**config.mk**
```make
export PLATFORM = sky130hd
export DESIGN_NAME = sync_payload_rx
export DESIGN_NICKNAME = d
export VERILOG_FILES = /design/src/rtl/rxp_pkg.sv /design/src/rtl/rxp_sync_hunter.sv /design/src/rtl/rxp_byte_packer.sv /design/src/rtl/rxp_payload_judge.sv /design/src/rtl/sync_payload_rx.sv
export SDC_FILE = /design/constraint.sdc
export NUM_CORES = 1
export LEC_CHECK = 0
export BUFFER_PORTS_ARGS = -buffer_cell sky130_fd_sc_hd__clkbuf_2
export CORE_MARGIN = 4
export CORE_UTILIZATION = 54
export DETAILED_ROUTE_END_ITERATION = 8
export PLACE_DENSITY = 0.75
export SLEW_MARGIN = 5
export SYNTH_ARGS = -nofsm -noshare
export SYNTH_HDL_FRONTEND = slang
export SYNTH_SLANG_ARGS = --single-unit
```
**constraint.sdc**
```tcl
create_clock -name clk -period 4 [get_ports clk]
set_clock_uncertainty 0.15 [all_clocks]
set_input_delay 0.2 -clock clk [delete_from_list [all_inputs] [get_ports clk]]
set_output_delay 0.2 -clock clk [all_outputs]
set_load 0.03 [all_outputs]
```
**src/rtl/rxp_pkg.sv**
```systemverilog
package rxp_pkg;

    typedef enum logic {
        HUNT    = 1'b0,
        COLLECT = 1'b1
    } rx_mode_e;

    typedef struct packed {
        logic       vld;
        logic [7:0] data;
    } byte_beat_t;

    // Clamp a requested length into 1..max.
    function automatic int clamp_len(input int req, input int max);
        if (req <= 0)
            return 1;
        else if (req > max)
            return max;
        else
            return req;
    endfunction

endpackage

```
**src/rtl/rxp_sync_hunter.sv**
```systemverilog
module rxp_sync_hunter
    import rxp_pkg::*;
#(
    parameter  int W  = 32,
    localparam int LW = $clog2(W + 1)
) (
    input  logic          clk,
    input  logic          rst,
    input  logic          shift_en,
    input  logic          bit_in,
    input  logic [W-1:0]  pattern,
    input  logic [LW-1:0] len,
    output logic          hit
);

    logic [W-1:0]  hist_q, hist_d, mask;
    logic [LW-1:0] fill_q, fill_d, len_eff;

    always_comb begin
        len_eff = LW'(clamp_len(int'(len), W));
        mask    = {W{1'b1}} >> (W - int'(len_eff));
        hist_d  = {hist_q[W-2:0], bit_in};
        fill_d  = (int'(fill_q) < W) ? fill_q + LW'(1) : fill_q;
        hit     = shift_en && (fill_d >= len_eff)
                  && (((hist_d ^ pattern) & mask) == '0);
    end

    // A match empties the history so the next hunt starts fresh.
    always_ff @(posedge clk) begin
        if (rst || hit) begin
            hist_q <= '0;
            fill_q <= '0;
        end else if (shift_en) begin
            hist_q <= hist_d;
            fill_q <= fill_d;
        end
    end

endmodule

```
**src/rtl/rxp_byte_packer.sv**
```systemverilog
module rxp_byte_packer
    import rxp_pkg::*;
(
    input  logic       clk,
    input  logic       rst,
    input  logic       start,
    input  logic       take,
    input  logic       bit_in,
    output logic       done,
    output logic [7:0] word,
    output byte_beat_t beat_q
);

    logic [2:0] cnt_q;
    logic [6:0] sh_q;

    assign word = {sh_q, bit_in};
    assign done = take && (cnt_q == 3'd7);

    always_ff @(posedge clk) begin
        if (rst) begin
            cnt_q  <= '0;
            sh_q   <= '0;
            beat_q <= '0;
        end else begin
            beat_q.vld <= done;
            if (done)
                beat_q.data <= word;
            if (start)
                cnt_q <= '0;
            else if (take) begin
                cnt_q <= cnt_q + 3'd1;
                sh_q  <= word[6:0];
            end
        end
    end

endmodule

```
**src/rtl/rxp_payload_judge.sv**
```systemverilog
module rxp_payload_judge #(
    parameter  int                     MAX_BYTES = 8,
    parameter  int                     HOLD_CYC  = 1000,
    parameter  logic [MAX_BYTES*8-1:0] EXPECT    = '0,
    localparam int                     IW        = (MAX_BYTES > 1) ? $clog2(MAX_BYTES) : 1,
    localparam int                     HW        = $clog2(HOLD_CYC + 1)
) (
    input  logic          clk,
    input  logic          rst,
    input  logic          start,
    input  logic          byte_done,
    input  logic [7:0]    byte_in,
    input  logic [IW-1:0] idx,
    input  logic          last,
    output logic          pkt_ok
);

    logic [7:0]    ref_q [MAX_BYTES];
    logic          good_q;
    logic          byte_match;
    logic [HW-1:0] hold_q;

    // Reference bytes: index 0 sits at the top of EXPECT.
    for (genvar g = 0; g < MAX_BYTES; g++) begin : g_ref
        always_ff @(posedge clk) begin
            if (rst)
                ref_q[g] <= EXPECT[(MAX_BYTES-g)*8-1 -: 8];
        end
    end

    assign byte_match = (byte_in == ref_q[idx]);
    assign pkt_ok     = (hold_q != '0);

    always_ff @(posedge clk) begin
        if (rst) begin
            good_q <= 1'b0;
            hold_q <= '0;
        end else begin
            if (start)
                good_q <= 1'b1;
            else if (byte_done)
                good_q <= good_q && byte_match;

            if (byte_done && last && good_q && byte_match)
                hold_q <= HW'(HOLD_CYC);
            else if (hold_q != '0)
                hold_q <= hold_q - HW'(1);
        end
    end

endmodule

```
**src/rtl/sync_payload_rx.sv**
```systemverilog
module sync_payload_rx
    import rxp_pkg::*;
#(
    parameter  int                     SYNC_W    = 32,
    parameter  int                     MAX_BYTES = 8,
    parameter  int                     HOLD_CYC  = 1000,
    parameter  logic [MAX_BYTES*8-1:0] EXPECT    = 64'h0123456789ABCDEF,
    localparam int                     SLW       = $clog2(SYNC_W + 1),
    localparam int                     PLW       = $clog2(MAX_BYTES + 1),
    localparam int                     IW        = (MAX_BYTES > 1) ? $clog2(MAX_BYTES) : 1
) (
    input  logic              clk,
    input  logic              rst,
    input  logic              bit_vld,
    input  logic              bit_val,
    input  logic [SYNC_W-1:0] sync_word,
    input  logic [SLW-1:0]    sync_len,
    input  logic [PLW-1:0]    pay_len,
    output logic              byte_vld,
    output logic [7:0]        byte_data,
    output logic              sync_flag,
    output logic              pkt_ok
);

    rx_mode_e      mode_q;
    logic [IW-1:0] idx_q;
    logic          hunt_en, take, hit, done, last;
    logic [7:0]    word;
    byte_beat_t    beat_q;

    assign hunt_en = bit_vld && (mode_q == HUNT);
    assign take    = bit_vld && (mode_q == COLLECT);
    assign last    = (int'(idx_q) + 1 >= clamp_len(int'(pay_len), MAX_BYTES));

    rxp_sync_hunter #(.W(SYNC_W)) u_hunt (
        .clk      (clk),
        .rst      (rst),
        .shift_en (hunt_en),
        .bit_in   (bit_val),
        .pattern  (sync_word),
        .len      (sync_len),
        .hit      (hit)
    );

    rxp_byte_packer u_pack (
        .clk    (clk),
        .rst    (rst),
        .start  (hit),
        .take   (take),
        .bit_in (bit_val),
        .done   (done),
        .word   (word),
        .beat_q (beat_q)
    );

    rxp_payload_judge #(
        .MAX_BYTES (MAX_BYTES),
        .HOLD_CYC  (HOLD_CYC),
        .EXPECT    (EXPECT)
    ) u_judge (
        .clk       (clk),
        .rst       (rst),
        .start     (hit),
        .byte_done (done),
        .byte_in   (word),
        .idx       (idx_q),
        .last      (last),
        .pkt_ok    (pkt_ok)
    );

    always_ff @(posedge clk) begin
        if (rst) begin
            mode_q <= HUNT;
            idx_q  <= '0;
        end else if (hit) begin
            mode_q <= COLLECT;
            idx_q  <= '0;
        end else if (done) begin
            if (last)
                mode_q <= HUNT;
            idx_q <= idx_q + IW'(1);
        end
    end

    assign sync_flag = (mode_q == COLLECT);
    assign byte_vld  = beat_q.vld;
    assign byte_data = beat_q.data;

endmodule

```
* Yosys cells after proc, flatten, opt, wreduce, memory -nomap -nowiden
Memories as Yosys holds them, arrays and structs flattened. A register that Yosys moved wholly into a read port is not among the register bits.
Cells that the tools add are included.
** Operators by class
- Add/subtract/negate cells :: 6
- Bitwise operators :: 4
- Equality and inequality tests :: 2
- Reductions and logical operators :: 19
- Order comparisons :: 7
- Multiplexer cells :: 16
- Shift operators :: 1
** Operator list (number)
- 32-bit bitwise AND :: 1
- 5-bit by 32-bit >= comparator with 1-bit output :: 1
- 32-bit logical NOT :: 1
- 32-bit two-way mux :: 1
- 32-bit by 32-bit right shift with 32-bit output (first input constant) :: 1
- 32-bit bitwise XOR :: 1
- 10-bit two-way mux :: 2
- 6-bit two-way mux :: 3
- 10-bit nonzero test :: 1
- 10-bit by 1-bit subtractor with 10-bit output (second input constant) :: 1
- 1-bit logical AND :: 9
- 8-bit equality test :: 1
- 1-bit two-way mux :: 7
- 6-bit by 6-bit subtractor with 7-bit output (first input constant) :: 1
- 3-bit by 1-bit adder with 3-bit output (second input constant) :: 2
- 6-bit by 1-bit adder with 6-bit output (second input constant) :: 1
- 6-bit >= comparator :: 1
- 6-bit > comparator (second input constant) :: 1
- 6-bit by 1-bit <= comparator with 1-bit output (second input constant) :: 1
- 6-bit < comparator (second input constant) :: 1
- 3-bit two-way mux :: 2
- 2-bit nonzero test :: 3
- 3-bit by 1-bit adder with 4-bit output (second input constant) :: 1
- 4-bit > comparator (second input constant) :: 1
- other kinds (7) :: 10
** Storage, ports and cells
- Memories kept :: 1
- RAM bits :: 48
- Register bits :: 71
** Memories
- u_judge.ref_q :: depth 8, width 6, rd ports 1, clocked after memory_dff 1, write ports 8, line rxp_payload_judge.sv:18 : logic [7:0] ref_q [MAX_BYTES];

* Longest topological paths before layout
Gate-level depths: netlist (run 1).
- Depth in word-level cells :: 10
- Gate-level depth with buffers :: 15
- Depth with buffers taken out :: 11

* Modules after synthesis
A second synthesis (run 1) with hierarchy kept.
** Unflattened totals
- Cell total of the unflattened synthesis :: 497
- Area total of the unflattened synthesis :: 4520.6 um^2
** By module, submodules not included
- rxp_sync_hunter :: area each 2842.7 um^2, times used 1, cells an instance 325
- rxp_byte_packer :: area each 769.5 um^2, times used 1, cells an instance 67
- rxp_payload_judge :: area each 606.8 um^2, times used 1, cells an instance 70
- sync_payload_rx :: area each 301.5 um^2, times used 1, cells an instance 35

* Worst setup path before layout (run 1)
No wires, ideal clock.
- Path kind :: input port to flip-flop
- Start point :: input port sync_len[1]
- End point :: register u_hunt.hist_q[21]
- Arrival :: 2920 ps
- Path slack :: 787 ps
- Data required time :: 3707 ps
- Stages :: 14
- Setup time :: 143 ps
- Cell sequence :: buf_4 -> nor4_4 -> o21ai_1 -> ha_1 -> buf_2 -> buf_1 -> inv_1 -> o2111ai_1 -> o221ai_1 -> nor4_2 -> and2_1 -> buf_4 -> buf_4 -> a211oi_2
** On the way
- Longest elaborated chain between the ends :: 9
- Elaborated cells on any way between the ends :: 12
- Classes of those cells :: add/sub: 1; order compare: 3; shift: 1; mux: 2; bitwise: 1; reduce/logical: 4
** Ends and longest elaborated chain
- from (decl) :: line sync_payload_rx.sv:17 : input logic [SLW-1:0] sync_len,
- 6-bit > comparator :: line rxp_pkg.sv:17 : else if (req > max)
- 6-bit two-way mux :: line rxp_pkg.sv:17
- 6-bit two-way mux * :: line rxp_pkg.sv:15 : if (req <= 0)
- 6-bit by 6-bit subtractor with 7-bit output :: line rxp_sync_hunter.sv:21 : mask = {W{1'b1}} >> (W - int'(len_eff));
- 32-bit by 32-bit right shift with 32-bit output :: line rxp_sync_hunter.sv:21
- 32-bit bitwise AND :: line rxp_sync_hunter.sv:25 : && (((hist_d ^ pattern) & mask) == '0);
- 32-bit logical NOT :: line rxp_sync_hunter.sv:25
- 1-bit logical AND * :: line rxp_sync_hunter.sv:25
- 1-bit logical OR * :: line rxp_sync_hunter.sv:30 : if (rst || hit) begin
- to (signal assigned) :: line rxp_sync_hunter.sv:34 : hist_q <= hist_d;
- to (decl) :: line rxp_sync_hunter.sv:16 : logic [W-1:0] hist_q, hist_d, mask;
Mark *: on every way between the ends. The rest lies on a longest branch, timed or not.
A chain may end at the register's enable or synchronous reset.

* Worst setup path after layout (run 1)
- Start point :: input port sync_len[1]
- End point :: register u_hunt.hist_q[19]
Same word-level chain as after synthesis.

==> impl_metrics.toml, run 1 <==
[critical_path]
crit_family = "compound AO/OA/AOI/OAI gates"
path_buf_inv = 2
arrival_ns = 3.41
cp_slowest_stage_delay_ns = 0.60
critPathCaptureType = "register"
cp.required_ns = 4.03
setup.worst_path.class = "in2reg"
path_cells = "clkbuf_2 -> nor4_4 -> o21ai_1 -> ha_1 -> nor4bb_1 -> o21ai_0 -> nand2_1 -> a21oi_1 -> a2111oi_2 -> and2_2 -> buf_4 -> a211oi_1"
crit_fanout = 18
cp_slowest_cell = "ha_1"
critPathLaunchType = "input port"

[cts]
cts.sinks = 74
ctsHoldBuffers = 0
clk_pin_slew_ns = 0.09
htreeDepth = 3
numCtsBuffers = 9
cts.path.max_buffers = 2
insertion_delay_ns = 0.34
postCtsSetupRepairBufs = 0
cts_resized = 0
cts_tree = "built"
cts-root-buf = "clkbuf_8"

[floorplan]
die_h_um = 102
dieArea_um2 = 10400
die_w_um = 102
core-area_um2 = 8380
ios = 57
num_rows = 33
start_util_pct = 56.7

[sta]
period_needed_ns = 3.37
grt_setup_unrepaired = "false"
tightest_slew_ns = 0.925
setup_tns_ns = 0
setup_viol = 0
worst_slack_ns = 0.625
slew_headroom_pct = 38.4
fmax_mhz = 296
fin_crit_sh_pct = 84.4
hold_viol_final = 0
slew_violations = 0

[cells_and_area]
diodes = 0
fill_cells = 726
drive_gt1_share_pct = 19.8
final_nets = 632
areaGrowthSynthToFinish_pct = 9.24

[yosys]
yosysSeqAreaShare_pct = 31.2
async_flop_share_pct = 0
ys_types = 70
synth_area_leaders = "dfxtp_1, mux2i_1, xnor2_1"
synth_top_area_share_pct = 31.2
synth_cells = 532
yosysMostFrequentCell = "dfxtp_1"
synth_area_um2 = 4750
yosys_warnings = 0
yosysTopAreaCell = "dfxtp_1"
synth_flop_cell = "dfxtp_1"
postSynthAreaPerCell_um2 = 8.94
synth_fp_nets = 594
synth_commonest_cells = "dfxtp_1, nand2_1, a21oi_1"
synth_edf_count = 0
yosys_register_bits = 74

[global_routing]
grt_pass1_vias = 3885
grt_pass1_wl_um = 19100
grt_max_degree = 42
overflow = 0
antenna_found_initial = 0
grt_use_total_pct = 22.9

[routing]
drtIter0Drc = 221
drc = 0
wire_per_inst_um = 16.9
dr.pass1.iters = 5
routed_via_density = 6.00
antenna_left = 0
routed_wl_um = 11500
num_vias = 4082

[place]
gp_congestion = 1.01
place_worst_setup_slack_ns = 0.368
port_buffers = 56
dp_hpwl_um = 8600

[status]
status = "finished, final reports clean"

[job]
max-cap-violations = 0

[pwr]
ir_worst_vdd_mv = 0.238
power_density_nw_per_um2 = 365
p_leak_nw = 2.03

[worst_hold_path]
hp-class = "in2reg"
## registers in the layout, indices dropped and copies added, names as in the netlist, 3 cells and up, named ones only
name            count
u_hunt.fill_q       6
u_pack.sh_q         7
idx_q               3
u_pack.cnt_q        3
u_pack.beat_q       9
u_judge.hold_q     10
u_hunt.hist_q      31
## cells in the final DEF, fill, tap and decap left out, types with 3 or more instances in the layout
cell type	instances
o211ai_1	7
o21ai_0	8
a211oi_2	18
dfxtp_1	74
nor3b_1	6
xnor2_1	31
a211oi_1	28
xor2_1	19
nand3b_1	4
and3_1	7
a21oi_1	35
o221ai_1	3
nand2b_1	11
a221oi_1	6
o22ai_1	4
nor2_1	24
mux2i_1	34
nor3_1	15
nand2_1	56
ha_1	16
nand3_1	6
a21o_1	5
clkbuf_8	9
buf_4	12
nand4b_1	4
inv_1	8
nor2b_1	4
a31oi_1	3
clkbuf_2	56
a211o_1	3
and2_1	4
or3_1	3
## cell type report
| type | count | area (um2) | area share (%) |
|---|---|---|---|
| timing repair buffer | 69 | 390 | 7.52 |
| clock buffer | 10 | 128 | 2.46 |
| inverter | 8 | 30.0 | 0.578 |
| multi-input combinational | 408 | 2970 | 57.1 |
| tap | 105 | 131 | 2.53 |
| sequential | 74 | 1480 | 28.5 |
| clock inverter | 6 | 65.1 | 1.25 |
## kinds of logic after synthesis
logic type | after synthesis | share of synthesized area [%]
and+or+nand+nor | 161 | 17.7
AOI/OAI and AO/OA | 146 | 23.8
DFF | 74 | 31.2
buffers and inverters | 50 | 6.50
muxes | 35 | 7.39
adders and majority gates | 16 | 4.21
xor gates and xnor gates | 50 | 9.21
## tightest hold or removal path, stage by stage
cell	delay [ns]
clkbuf_2	0.14
nand2_1	0.07
a21oi_1	0.05
## path summary, 6_finish.rpt
path / start / end / slack (ns) / cells after the start
setup reg to reg: u_hunt.fill_q[0]$_SDFFE_PP0P_ / u_hunt.hist_q[19]$_SDFFE_PP0P_ / 1.00 / 11
hold reg to reg: u_pack.beat_q[2]$_SDFFE_PP0P_ / u_pack.beat_q[2]$_SDFFE_PP0P_ / 0.31 / 2
setup / recovery: sync_len[1] / u_hunt.hist_q[19]$_SDFFE_PP0P_ / 0.63 / 12
hold / removal: bit_val / u_pack.sh_q[0]$_SDFFE_PP0P_ / 0.01 / 3
## stage by stage
| step | instance area [um2] | total power (W) | utilization [%] | hold WS (ns) | instances |
|---|---|---|---|---|---|
| 2_1_floorplan | 4750 | 0.00124 | - | 0.186 | 532 |
| 3_3_place_gp | 5000 | 0.00132 | 59.7 | 0.293 | 664 |
| 3_5_place_dp | 5000 | 0.00133 | 59.7 | 0.297 | 664 |
| 4_1_cts | 5190 | 0.00190 | 62.0 | 0.00441 | 680 |
| 5_1_grt | 5190 | 0.00200 | 62.0 | 0.0254 | 680 |
| 6_report | 5190 | 0.00190 | 62.0 | 0.00981 | 680 |
## report_power, final
part	internal, W	leakage, nW	switching (W)
sequential	0.000779	0.598	0.0000366
combinational	0.000213	1.34	0.000292
clock	0.000291	0.0971	0.000286
## metal layers
layer	global-route usage [%]	share of wire [%]	up-vias
met3	4.98	7.5	25
met4	7.47	2.2	0
met5	0	0	-
li1	-	-	2022
met1	32.7	46	1891
met2	34.7	44	144
No activity file was read; power rests on OpenSTA's default activity.
==> run 2: changes to the inputs <==
Clock period 4 ns to 3.5 ns, I/O delays scaled along.
==> impl_metrics.toml, run 2 (synthesis gave the netlist of run 1 again) <==
[routing]
drtIter0Drc = 239
drc = 0
routed_wl_um = 12000
wire_per_inst_um = 17.5
dr.pass1.iters = 6
antenna_left = 0
num_vias = 4156
routed_via_density = 6.08

[job]
max-cap-violations = 0

[place]
gp_congestion = 0.933
place_worst_setup_slack_ns = 0.250
port_buffers = 56
placed_cells = 667
dp_hpwl_um = 8860

[sta]
tightest_slew_ns = 0.946
fin_crit_sh_pct = 83.2
setup_tns_ns = 0
period_needed_ns = 2.91
fmax_mhz = 343
hold_viol_final = 0
slew_violations = 0
worst_slack_ns = 0.587
setup_viol = 0
slew_headroom_pct = 36.9
grt_setup_unrepaired = "false"

[floorplan]
ios = 57
num_rows = 33
dieArea_um2 = 10400
die_h_um = 102
die_w_um = 102
core-area_um2 = 8380
start_util_pct = 56.7

[cells_and_area]
multi_input_area_um2 = 2970
diodes = 0
top_regs = "u_hunt.hist_q (31), u_judge.hold_q (10), u_pack.beat_q (9)"
areaGrowthSynthToFinish_pct = 10.5
drive_gt1_share_pct = 20.4
final_nets = 636
fill_cells = 755
seq_area_um2 = 1480
final_cell_mix = "dfxtp_1, nand2_1, clkbuf_2"
regMostFlops = "u_hunt.hist_q"
final_common_cell = "dfxtp_1"
stdcell_count = 684
largest_reg_flops = 31

[cts]
cts.path.max_buffers = 2
clk_pin_slew_ns = 0.09
cts-root-buf = "clkbuf_8"
numCtsBuffers = 9
cts_tree = "built"
cts.sinks = 74
insertion_delay_ns = 0.35
htreeDepth = 3

[global_routing]
grt_use_total_pct = 24.7
grt_pass1_vias = 4150
antenna_found_initial = 0
overflow = 0
grt_max_degree = 43
grt_pass1_wl_um = 20300

[worst_hold_path]
whs_path_depth = 4
min_from = "bit_vld"
hold-path-endpoint = "u_pack.sh_q[3]$_SDFFE_PP0P_"
hp-class = "in2reg"

[critical_path]
arrival_ns = 3.02
cp.required_ns = 3.61
crit_fanout = 11
critPathCaptureType = "register"
critical_path.reg2reg.endpoint = "idx_q[1]$_SDFFE_PP0P_"
r2r_start = "u_hunt.fill_q[0]$_SDFFE_PP0P_"
critPathLaunchType = "input port"
setup.worst_path.class = "in2reg"
r2r.worst_path.cells = 10
r2r_slack_ns = 0.63

[pwr]
power_density_nw_per_um2 = 424
ir_worst_vdd_mv = 0.218
p_leak_nw = 2.06

[status]
status = "finished, final reports clean"
## run 2: critical path, cell delays in order
cell	delay, ns
clkbuf_2	0.11
nor4_4	0.30
o21ai_1	0.13
ha_1	0.25
buf_4	0.18
and2_1	0.23
a31oi_1	0.38
nand3_1	0.12
and3_1	0.16
o221a_2	0.28
a21o_2	0.29
buf_4	0.23
a211oi_1	0.21
## run 2: stage by stage
| step | total power (W) | instance area [um2] | util, % | hold slack (ns) |
|---|---|---|---|---|
| after floorplan | 0.00142 | 4750 | - | 0.161 |
| after global placement | 0.00151 | 5040 | 60.1 | 0.293 |
| after detailed placement | 0.00154 | 5040 | 60.1 | 0.296 |
| after CTS | 0.00224 | 5250 | 62.7 | 0.226 |
| after global routing | 0.00236 | 5250 | 62.7 | 0.292 |
| final | 0.00222 | 5250 | 62.7 | 0.238 |
## run 2: worst max path at each step
stage | from | slack [ns] | endpoint | depth (start not counted)
finish | sync_len[1] | 0.59 | u_hunt.hist_q[19]$_SDFFE_PP0P_ | 13
global route | sync_len[1] | 0.40 | idx_q[1]$_SDFFE_PP0P_ | 13
CTS | sync_len[1] | 0.62 | u_hunt.hist_q[19]$_SDFFE_PP0P_ | 13
detailed placement | sync_len[1] | 0.25 | idx_q[1]$_SDFFE_PP0P_ | 13
global placement | sync_len[1] | 0.33 | register | 11
floorplan | sync_len[1] | 0.31 | u_hunt.hist_q[21]$_SDFFE_PP0P_ | 14
## run 2: layer usage
metal	track usage, %	part of all wire, %	wire length, um
met1	34.6	45	5420
met2	37.1	45	5420
met3	5.26	6.9	820
met4	9.99	2.6	310
met5	0	0	0
## run 2: repair_timing
item,4_1_cts,5_1_grt
hold buffers,1,0
endpoints found under the hold margin,2,0
setup buffers,0,0
gates resized for setup,0,0
## run 2: final cells by class
type / instances / area share (%)
tap: 105 / 2.50
clock buffer: 9 / 2.36
sequential: 74 / 28.2
multi-input combinational: 408 / 56.5
timing repair buffer: 73 / 8.29
clock inverter: 7 / 1.57
inverter: 8 / 0.572
## run 2: power breakdown
group	leakage (nW)	internal, W	switching [W]
Sequential	0.598	0.000891	0.0000423
Combinational	1.36	0.000251	0.000343
Clock	0.0988	0.000342	0.000357
==> run 3: changes to the inputs <==
Clock period 3.5 ns to 3.03 ns, I/O delays scaled along.
==> impl_metrics.toml, run 3 (synthesis gave the netlist of run 1 again) <==
[critical_path]
critPathCaptureType = "register"
critPathLaunchType = "input port"
cp_slowest_stage_delay_ns = 0.32
cp.required_ns = 3.12
arrival_ns = 2.91
path_cells = "clkbuf_2 -> nor4_4 -> o21ai_1 -> ha_1 -> buf_4 -> buf_4 -> a31oi_1 -> nand3_1 -> and3_1 -> o221a_2 -> a21o_2 -> buf_12 -> a211oi_1"
crit_family = "compound AO/OA/AOI/OAI gates"
setup.worst_path.class = "in2reg"
cp_common_cell = "buf_4"
cp_slowest_cell = "ha_1"
path_buf_inv = 4
crit_fanout = 18

[routing]
routed_wl_um = 12000
drc = 0
drtIter0Drc = 205
antenna_left = 0
dr.pass1.iters = 5
routed_via_density = 5.93
num_vias = 4165
wire_per_inst_um = 17.0

[floorplan]
num_rows = 33
dieArea_um2 = 10400
core-area_um2 = 8380
ios = 57
start_util_pct = 56.7
die_h_um = 102
die_w_um = 102

[cells_and_area]
top_regs = "u_hunt.hist_q (31), u_judge.hold_q (10), u_pack.beat_q (9)"
final_cell_mix = "dfxtp_1, nand2_1, clkbuf_2"
areaGrowthSynthToFinish_pct = 13.7
multi_input_area_um2 = 2970
fin_area_um2 = 5410
final_common_cell = "dfxtp_1"
diodes = 0
largest_reg_flops = 31
seq_area_um2 = 1480
fill_cells = 710
final_nets = 654
fin_util_pct = 64.5
drive_gt1_share_pct = 22.8
regMostFlops = "u_hunt.hist_q"

[global_routing]
grt_pass1_wl_um = 19800
grt_pass1_vias = 4054
overflow = 0
grt_max_degree = 38
antenna_found_initial = 0
grt_use_total_pct = 23.9

[sta]
setup_viol = 0
setup_tns_ns = 0
slew_headroom_pct = 60.9
period_needed_ns = 2.81
slew_violations = 0
hold_viol_final = 0
tightest_slew_ns = 0.586
whs_ns = 0.167
fin_crit_sh_pct = 92.9
fmax_mhz = 355

[pwr]
power_w = 0.00254
p_leak_nw = 2.15
ir_worst_vdd_mv = 0.371
power_density_nw_per_um2 = 470

[cts]
numCtsBuffers = 9
clk_pin_slew_ns = 0.08
cts-root-buf = "clkbuf_8"
postCtsSetupRepairBufs = 0
cts.sinks = 74
cts_tree = "built"
cts.path.max_buffers = 2
htreeDepth = 3
insertion_delay_ns = 0.34

[place]
post_dp_cell_area_um2 = 5200
dp_hpwl_um = 8970
port_buffers = 56
gp_congestion = 0.964

[job]
max-cap-violations = 0

[status]
status = "finished, final reports clean"

[worst_hold_path]
hp-class = "in2reg"
==> run 3: changes by cell type in the layout (fill, tap and decap cells not counted), moves of 2 or more <==
cell / before / now
inv_6: 3 / 1
buf_4: 14 / 30
clkinv_2: 0 / 2
buf_12: 2 / 4
==> run 3: what timing repair did <==
item	CTS	global route
setup endpoints to repair	0	2
hold endpoints to repair	1	0
resized for setup	0	1
hold buffers	1	0
==> run 3: cell type report <==
class | count | share of cell area, %
sequential | 74 | 27.4
tap | 105 | 2.43
clock inverter | 6 | 1.20
clock buffer | 10 | 2.36
inverter | 8 | 0.556
multi-input combinational | 408 | 55.0
timing repair buffer | 91 | 11.0
==> run 3: worst paths after layout <==
| check | from | endpoint | slack, ns | cells after the start |
|---|---|---|---|---|
| worst max-delay path | sync_len[4] | u_hunt.hist_q[30]$_SDFFE_PP0P_ | 0.22 | 13 |
| worst min-delay path | rst | u_hunt.fill_q[0]$_SDFFE_PP0P_ | 0.17 | 2 |
| worst max register to register | u_hunt.fill_q[1]$_SDFFE_PP0P_ | register | 0.25 | 10 |
| worst min register to register | u_pack.beat_q[5]$_SDFFE_PP0P_ | u_pack.beat_q[5]$_SDFFE_PP0P_ | 0.31 | 2 |
==> run 3: through the flow <==
step	std cells	worst slack, ns
global route	702	-0.00560
global placement	685	-0.00269
detailed placement	685	-0.0850
finish	702	0.217
CTS	702	0.231
floorplan	532	0.000446
==> run 3: routing by layer <==
metal  GRT usage (%)  up-vias  routed length [um]
met3            4.03        9                 852
li1                -     2078                   -
met2            38.2      156                5450
met1            33.9     1922                5530
met5               0        -                   0
met4            5.55        0                 134
==> run 3: power by group <==
part           switching, W  internal [W]  total [W]
Combinational      0.000399      0.000313   0.000712
Clock              0.000366      0.000382   0.000748
Sequential        0.0000489       0.00103    0.00108
Total              0.000814       0.00172    0.00254
